[config.mk]
export PLATFORM = sky130hd
export DESIGN_NAME = jpin_share_ctrl
export DESIGN_NICKNAME = d
export VERILOG_FILES = /design/src/rtl/jpin_pkg.sv /design/src/rtl/jpin_src_reg.sv /design/src/rtl/jpin_session.sv /design/src/rtl/jpin_pad_slot.sv /design/src/rtl/jpin_share_ctrl.sv
export SDC_FILE = /design/constraint.sdc
export NUM_CORES = 1
export LEC_CHECK = 0
export BUFFER_PORTS_ARGS = -buffer_cell sky130_fd_sc_hd__buf_2
export CAP_MARGIN = 20
export CORE_MARGIN = 2
export CORE_UTILIZATION = 24
export CTS_BUF_LIST = sky130_fd_sc_hd__clkbuf_8
export DETAILED_ROUTE_END_ITERATION = 12
export PLACE_DENSITY = 0.84
export SKIP_LAST_GASP = 1
export SYNTH_ARGS = -nofsm -noshare
export SYNTH_HDL_FRONTEND = slang
export SYNTH_HIERARCHICAL = 1
export SYNTH_SLANG_ARGS = --single-unit
[constraint.sdc]
create_clock -name clk -period 1.1 [get_ports clk]
set_input_delay 0.11 -clock clk [delete_from_list [all_inputs] [get_ports clk]]
set_output_delay 0.11 -clock clk [all_outputs]
set_load 0.02 [all_outputs]
[src/rtl/jpin_pkg.sv]
package jpin_pkg;

    localparam int NPINS     = 4;
    localparam int PIN_TMS   = 0;
    localparam int PIN_TCK   = 1;
    localparam int PIN_TDI   = 2;
    localparam int PIN_TDO   = 3;
    localparam int NTAP_IN   = 3;
    localparam int NEXT_PINS = 2;

    typedef struct packed {
        logic nv;
        logic reg_bit;
        logic pterm;
    } src_t;

    typedef struct packed {
        logic tdo_drive;
        logic ext_drive;
    } sess_t;

    function automatic logic any_source(src_t s);
        return s.nv | s.reg_bit | s.pterm;
    endfunction

    function automatic logic tap_idle_level(int pin);
        return (pin == PIN_TMS) || (pin == PIN_TDI);
    endfunction

endpackage

[src/rtl/jpin_src_reg.sv]
module jpin_src_reg #(
    parameter int AW = 8,
    parameter int DW = 8,
    parameter logic [AW-1:0] CTRL_OFFSET = 8'hC7
) (
    input  logic          clk,
    input  logic          rst,
    input  logic          nv_cfg_i,
    input  logic          wr_en_i,
    input  logic [AW-1:0] wr_addr_i,
    input  logic [DW-1:0] wr_data_i,
    input  logic [AW-1:0] rd_addr_i,
    output logic [DW-1:0] rd_data_o,
    output logic          nv_q_o,
    output logic          reg_en_o
);

    logic nv_q;
    logic reg_en_q;
    logic hit_wr;

    assign hit_wr = wr_en_i && (wr_addr_i == CTRL_OFFSET);

    // Non-volatile bit: captured only while reset is asserted
    always_ff @(posedge clk) begin
        if (rst) begin
            nv_q <= nv_cfg_i;
        end
    end

    // Run-time enable bit: cleared by reset, loaded by a matching write
    always_ff @(posedge clk) begin
        if (rst) begin
            reg_en_q <= 1'b0;
        end else if (hit_wr) begin
            reg_en_q <= wr_data_i[0];
        end
    end

    always_comb begin
        rd_data_o = '0;
        if (rd_addr_i == CTRL_OFFSET) begin
            rd_data_o[0] = reg_en_q;
        end
    end

    assign nv_q_o   = nv_q;
    assign reg_en_o = reg_en_q;

endmodule

[src/rtl/jpin_session.sv]
module jpin_session
    import jpin_pkg::*;
(
    input  logic  clk,
    input  logic  rst,
    input  logic  mode_i,
    input  logic  nv_cfg_i,
    input  logic  pt_en_i,
    input  logic  cmd_rcvd_i,
    input  logic  cmd_ext_i,
    output sess_t sess_o
);

    sess_t sess_q;
    sess_t sess_d;
    logic  keep;

    // During reset only sources that outlive reset may keep the session
    assign keep = rst ? (nv_cfg_i | pt_en_i) : 1'b1;

    always_comb begin
        sess_d = '0;
        if (mode_i && keep) begin
            sess_d.tdo_drive = sess_q.tdo_drive | cmd_rcvd_i;
            sess_d.ext_drive = sess_q.ext_drive | (cmd_rcvd_i & cmd_ext_i);
        end
    end

    always_ff @(posedge clk) begin
        sess_q <= sess_d;
    end

    assign sess_o = sess_q;

endmodule

[src/rtl/jpin_pad_slot.sv]
module jpin_pad_slot
    import jpin_pkg::*;
#(
    parameter int PIN = 0
) (
    input  logic mode_i,
    input  logic tdo_drive_i,
    input  logic tdo_i,
    input  logic gpio_oe_i,
    input  logic gpio_out_i,
    input  logic pad_in_i,
    output logic gpio_in_o,
    output logic pad_oe_o,
    output logic pad_out_o,
    output logic sel_o
);

    generate
        if (PIN == PIN_TDO) begin : g_out_pin
            assign pad_oe_o  = mode_i ? tdo_drive_i : gpio_oe_i;
            assign pad_out_o = mode_i ? tdo_i       : gpio_out_i;
        end else begin : g_in_pin
            assign pad_oe_o  = mode_i ? 1'b0 : gpio_oe_i;
            assign pad_out_o = mode_i ? 1'b0 : gpio_out_i;
        end
    endgenerate

    assign gpio_in_o = mode_i ? 1'b0 : pad_in_i;
    assign sel_o     = mode_i;

endmodule

[src/rtl/jpin_share_ctrl.sv]
module jpin_share_ctrl
    import jpin_pkg::*;
#(
    parameter int AW = 8,
    parameter int DW = 8,
    parameter logic [AW-1:0] CTRL_OFFSET = 8'hC7
) (
    input  logic                 clk,
    input  logic                 rst,
    input  logic                 nv_cfg_i,
    input  logic                 pt_en_i,
    input  logic                 wr_en_i,
    input  logic [AW-1:0]        wr_addr_i,
    input  logic [DW-1:0]        wr_data_i,
    input  logic [AW-1:0]        rd_addr_i,
    output logic [DW-1:0]        rd_data_o,
    input  logic                 cmd_rcvd_i,
    input  logic                 cmd_ext_i,
    input  logic                 tdo_i,
    input  logic                 tstat_i,
    input  logic                 terr_i,
    output logic                 tap_tms_o,
    output logic                 tap_tck_o,
    output logic                 tap_tdi_o,
    input  logic [NPINS-1:0]     gpio_oe_i,
    input  logic [NPINS-1:0]     gpio_out_i,
    output logic [NPINS-1:0]     gpio_in_o,
    input  logic [NPINS-1:0]     pad_in_i,
    output logic [NPINS-1:0]     pad_oe_o,
    output logic [NPINS-1:0]     pad_out_o,
    output logic [NPINS-1:0]     pin_sel_o,
    output logic [NEXT_PINS-1:0] ext_oe_o,
    output logic [NEXT_PINS-1:0] ext_out_o,
    output logic                 jtag_mode_o
);

    src_t              src;
    sess_t             sess;
    logic              mode;
    logic [NTAP_IN-1:0] tap_in;

    jpin_src_reg #(.AW(AW), .DW(DW), .CTRL_OFFSET(CTRL_OFFSET)) u_src_reg (
        .clk       (clk),
        .rst       (rst),
        .nv_cfg_i  (nv_cfg_i),
        .wr_en_i   (wr_en_i),
        .wr_addr_i (wr_addr_i),
        .wr_data_i (wr_data_i),
        .rd_addr_i (rd_addr_i),
        .rd_data_o (rd_data_o),
        .nv_q_o    (src.nv),
        .reg_en_o  (src.reg_bit)
    );

    assign src.pterm = pt_en_i;
    assign mode      = any_source(src);

    jpin_session u_session (
        .clk        (clk),
        .rst        (rst),
        .mode_i     (mode),
        .nv_cfg_i   (nv_cfg_i),
        .pt_en_i    (pt_en_i),
        .cmd_rcvd_i (cmd_rcvd_i),
        .cmd_ext_i  (cmd_ext_i),
        .sess_o     (sess)
    );

    for (genvar p = 0; p < NPINS; p++) begin : g_pad
        jpin_pad_slot #(.PIN(p)) u_slot (
            .mode_i      (mode),
            .tdo_drive_i (sess.tdo_drive),
            .tdo_i       (tdo_i),
            .gpio_oe_i   (gpio_oe_i[p]),
            .gpio_out_i  (gpio_out_i[p]),
            .pad_in_i    (pad_in_i[p]),
            .gpio_in_o   (gpio_in_o[p]),
            .pad_oe_o    (pad_oe_o[p]),
            .pad_out_o   (pad_out_o[p]),
            .sel_o       (pin_sel_o[p])
        );
    end

    for (genvar t = 0; t < NTAP_IN; t++) begin : g_tap_in
        assign tap_in[t] = mode ? pad_in_i[t] : tap_idle_level(t);
    end

    assign tap_tms_o = tap_in[PIN_TMS];
    assign tap_tck_o = tap_in[PIN_TCK];
    assign tap_tdi_o = tap_in[PIN_TDI];

    assign ext_oe_o  = {NEXT_PINS{mode & sess.ext_drive}};
    assign ext_out_o = {terr_i, tstat_i} & ext_oe_o;

    assign jtag_mode_o = mode;

endmodule

After elaboration in Yosys (flattened, before gate mapping). Index checks and enable logic that the tools add are counted.

Word-level logic and storage cells: 33. Input bits: 46. Register bits: 4. Output and inout port bits: 32.

Eq/ne operators: 2. Multiplexer cells: 17. Bitwise logic cells: 8. Reductions and logical operators: 2.

Operators by type and width (count): 1-bit 2-to-1 mux (17); 8-bit == test, second input constant (2); 1-bit bitwise OR (5); 1-bit AND (2); 2-bit AND (1); 1-bit logical AND (2).

Logic depth before layout (Yosys ltp).
Depth after elaboration: 4. Depth in mapped cells: 4. Gate-level depth less buffers: 3.

Cells and area by module. The synthesis kept the hierarchy.

By module, submodules not included: jpin_src_reg (cells an instance 21, sequential area each 50.0 sq um, instances 1, area an instance 175.2 sq um); jpin_pad_slot (g_pad[0].u_slot ...) (cells an instance 4, sequential area each 0.0 sq um, instances 3, area an instance 26.3 sq um); jpin_session (cells an instance 7, sequential area each 40.0 sq um, instances 1, area an instance 71.3 sq um); jpin_share_ctrl (cells an instance 9, sequential area each 0.0 sq um, instances 1, area an instance 70.1 sq um); jpin_pad_slot (g_pad[3].u_slot) (cells an instance 4, sequential area each 0.0 sq um, instances 1, area an instance 38.8 sq um).

Worst setup path after synthesis. OpenSTA, ideal clock, no wires.

Kind: register -> output. From: reg u_src_reg.nv_q, in the netlist u_src_reg/nv_q_o. To: out ext_oe_o[1]. Slack: -0.299 ns. Data arrival time: 1.289 ns. Required time: 0.990 ns. Cell stages (with the launch flop): 5. Path buffers: 2. Path through: edfxtp_1 -> or3_4 -> buf_6 -> and2_1 -> buf_4.

Cells in the longest elaborated chain, start to end: 3.

Ends and longest elaborated chain: start: declaration (line jpin_src_reg.sv:18) `logic nv_q;`; start signal: assignment (line jpin_src_reg.sv:27) `nv_q <= nv_cfg_i;`; 1-bit bitwise OR (2 in series) (line jpin_pkg.sv:23) `return s.nv | s.reg_bit | s.pterm;`; via jtag_mode_o (line jpin_share_ctrl.sv:34) `output logic jtag_mode_o`; 1-bit AND (line jpin_share_ctrl.sv:92) `assign ext_oe_o = {NEXT_PINS{mode & sess.ext_drive}};`; end: declaration (line jpin_share_ctrl.sv:32) `output logic [NEXT_PINS-1:0] ext_oe_o,`.

The timed path passes the listed nets, and every way through them passes these cells.

Worst setup path after layout.
From: reg u_src_reg.nv_q, in the netlist u_src_reg/nv_q_o. To: out gpio_in_o[3].

Cells in the longest elaborated chain, start to end: 3.

Ends and longest elaborated chain: 1-bit bitwise OR (2 in series) (line jpin_pkg.sv:23); 1-bit 2-to-1 mux (line jpin_pad_slot.sv:28) `assign gpio_in_o = mode_i ? 1'b0 : pad_in_i;`; end: declaration (line jpin_share_ctrl.sv:27) `output logic [NPINS-1:0] gpio_in_o,`.

Every way passes these cells.

==> results.md <==
- Largest net degree at the start of global routing: 9
- Top-count cell post-synth: buf_4
- Peak VDD IR: 0.6739 mV
- Status: finished, violations left
- Post-synthesis area per instance: 8.192 um2
- Slew Viols, Final: 0
- Post-route antenna net violation count: 0
- CP Data Required Time: 0.99 ns
- Post-route cell area: 973.4 um2
- Inserted Clock Buffers: 3
- Post-layout nets: ~170
- CTS tree: done
- Failing checks: negative setup slack
- Commonest cells post-synth: buf_4 (12), nor2b_1 (9), dfxtp_1 (3), nor3b_1 (3)
- Number of global-route vias before repair: 596
- Hold-fix buffers at CTS: 0
- Ys flop type: dfxtp_1
- DRT Pass-1 Iters: 4
- Setup TNS: -10.04 ns
- Total GRT Usage: 15.83%
- Final period util: 144.6%
- Number of flops mapped to enable cells by yosys: 1
- CTS clk-pin slew, worst paths: around 0.04 ns
- Crit end category: primary output
- CTS H-tree lvls: 1
- Sequential cell area: 91.34 um2
- Placed Cells: 138
- Wirelength per Cell: 11.07 um
- Post-Route Skew: between 0.003 and 0.004 ns
- Area Growth Syn to Fin: 124.2%
- Mapped Area: 434.2 um2
- FF-to-FF setup slack: -0.21 ns
- Final worst setup slack: -0.4904 ns
- Crit path time final: 1.590 ns
- I/O pin count: 78
- Maximum clock path buffer count: 2
- Initial core utilization: between 20% and 30%
- Sequential share of the synthesized area: 20.75%
- Unique masters post-synth: 23
- Data arrival, critical path: 1.48 ns
- Leak pwr: between 0.5 and 0.6 nW
- Yosys top cell by area: buf_4
- Core area: 0.001708 mm2
- Placed inst area: 742.0 um2
- Largest delay share family, worst path: simple AND/OR/NAND/NOR gates
- Vias: 617
- Worst skew pair latency: 0.22 ns
- Area of the multi-input gates: 301.5 um2
- Synth Warn #: 6
- Startpoint type of the worst setup path: flop
- Yosys reg bits: 4
- Residual DRC: 0
- Critical path's slowest cell: or3_4
- Final setup viols: 26
- Vias per inst: approximately 4.2
- PortBufs: 63
- Power Density: 938.5 mW/mm2
- Fin cells: around 150
- Asr flop ratio synth: 0%
- Die width: 46.53 um
- Dpl hpwl: 1211 um
- CP peak stage delay: 0.40 ns
- Max-cap violations: 0
- Final WL: 1616 um
- CP max FO: 6
- Fmax: about 0.63 GHz
- Row count: 15
- WS Path Type: reg2out
- Die area: roughly 0.0022 mm2
- Root Driver: clkbuf_8
- Cell breakdown of the critical path: buf_4 > or3_4 > and2b_2 > buf_6
- Share of the synthesized area in the top cell type: between 20% and 30%
- Proportion of layout cells with a drive suffix above 1: 70.25%
- Min-delay worst type: in2reg
- DR iter-0 viols: 5
- RSZ-0062 raised after global routing: true
- Global route overflow: 0
- Initial antenna violation count: 0
- Placer congestion estimate: 0.7139
- FILL cells: 147
- Clock sink count: 4
- Fin util: 57.00%
- Dpl ws: -0.2611 ns
- First-pass GRT wire length: 2387 um
- Diode count: 0
- Final Hold Vio Count: 0
- Top post-synthesis cells by area: buf_4 (21%), dfxtp_1 (14%), nor2b_1 (13%)
- CP Buf/Inv Count: 2
- Cells after Synth: between 50 and 60
- Die Y: about 47 um
==> final timing paths <==
| path | startpoint | to | depth (start not counted) |
|---|---|---|---|
| worst max-delay path | u_src_reg/nv_q_o | gpio_in_o[3] | 4 |
| worst min-delay path | rst | u_src_reg/reg_en_o | 2 |
| worst max register to register | u_src_reg/nv_q_o | u_session/sess_o[0] | 4 |
| worst min register to register | u_session/sess_o[1] | u_session/sess_o[1] | 2 |
==> power breakdown <==
group | switching, W | internal (W)
logic | 0.000192 | 0.000222
registers | 0.0000103 | 0.000165
clock network | 0.0000857 | 0.000239
total | 0.000288 | 0.000625
==> cell families (layout without fill, tap and decap cells) <==
| logic type | count (synthesis) | in the layout | synth area share [%] |
|---|---|---|---|
| AOI/OAI and AO/OA | 3 | 3 | 4.035 |
| and+or+nand+nor | 29 | 30 | 44.96 |
| other | 1 | 7 | 0.8637 |
| DFF | 4 | 4 | 20.75 |
| buffers and inverters | 14 | 75 | 24.21 |
| muxes | 2 | 2 | 5.187 |
==> registers in the layout, summed over array words and instances (netlist names) <==
name,flops
u_src_reg/nv_q_o,1
u_session/sess_o,2
u_src_reg/reg_en_o,1
==> metal layers <==
layer	wire, um	global-route usage, %	up-vias
met3	81	5.098	4
met4	21	4.571	0
met5	0	0	-
met1	482	12.68	282
met2	1031	34.17	32
li1	-	-	299
==> timing repair <==
| action | 4_1_cts | 5_1_grt |
|---|---|---|
| gates resized for setup | 41 | 9 |
| endpoints found under the hold margin | 0 | 0 |
| gates cloned | 2 | 0 |
| buffers inserted | 1 | 1 |
| endpoints found under the setup margin | 24 | 27 |
| pin swaps | 3 | 4 |
==> final cells by class <==
cell class | instances | share of cell area, %
inverter | 1 | 0.3856
tap | 25 | 3.213
multi-input combinational | 42 | 30.98
sequential | 4 | 9.383
timing repair buffer | 70 | 51.41
clock buffer | 3 | 4.242
clock inverter | 1 | 0.3856
==> metrics by stage <==
step / total power, W / hold slack (ns)
2_1_floorplan: 0.0003948 / 0.1791
3_3_place_gp: 0.0004761 / 0.3046
3_5_place_dp: 0.0004863 / 0.3105
4_1_cts: 0.0009037 / 0.08242
5_1_grt: 0.0009604 / 0.09355
6_report: 0.0009136 / 0.08156
==> cells in the final DEF (no fill, tap or decap), types with 3 or more instances in the layout <==
| master | Yosys | final |
|---|---|---|
| buf_2 | 0 | 40 |
| clkbuf_8 | 0 | 3 |
| nor3b_1 | 3 | 3 |
| buf_4 | 12 | 10 |
| conb_1 | 1 | 7 |
| buf_6 | 1 | 20 |
| nor2b_1 | 9 | 7 |
Note: power is estimated with default switching activity, not from simulation.
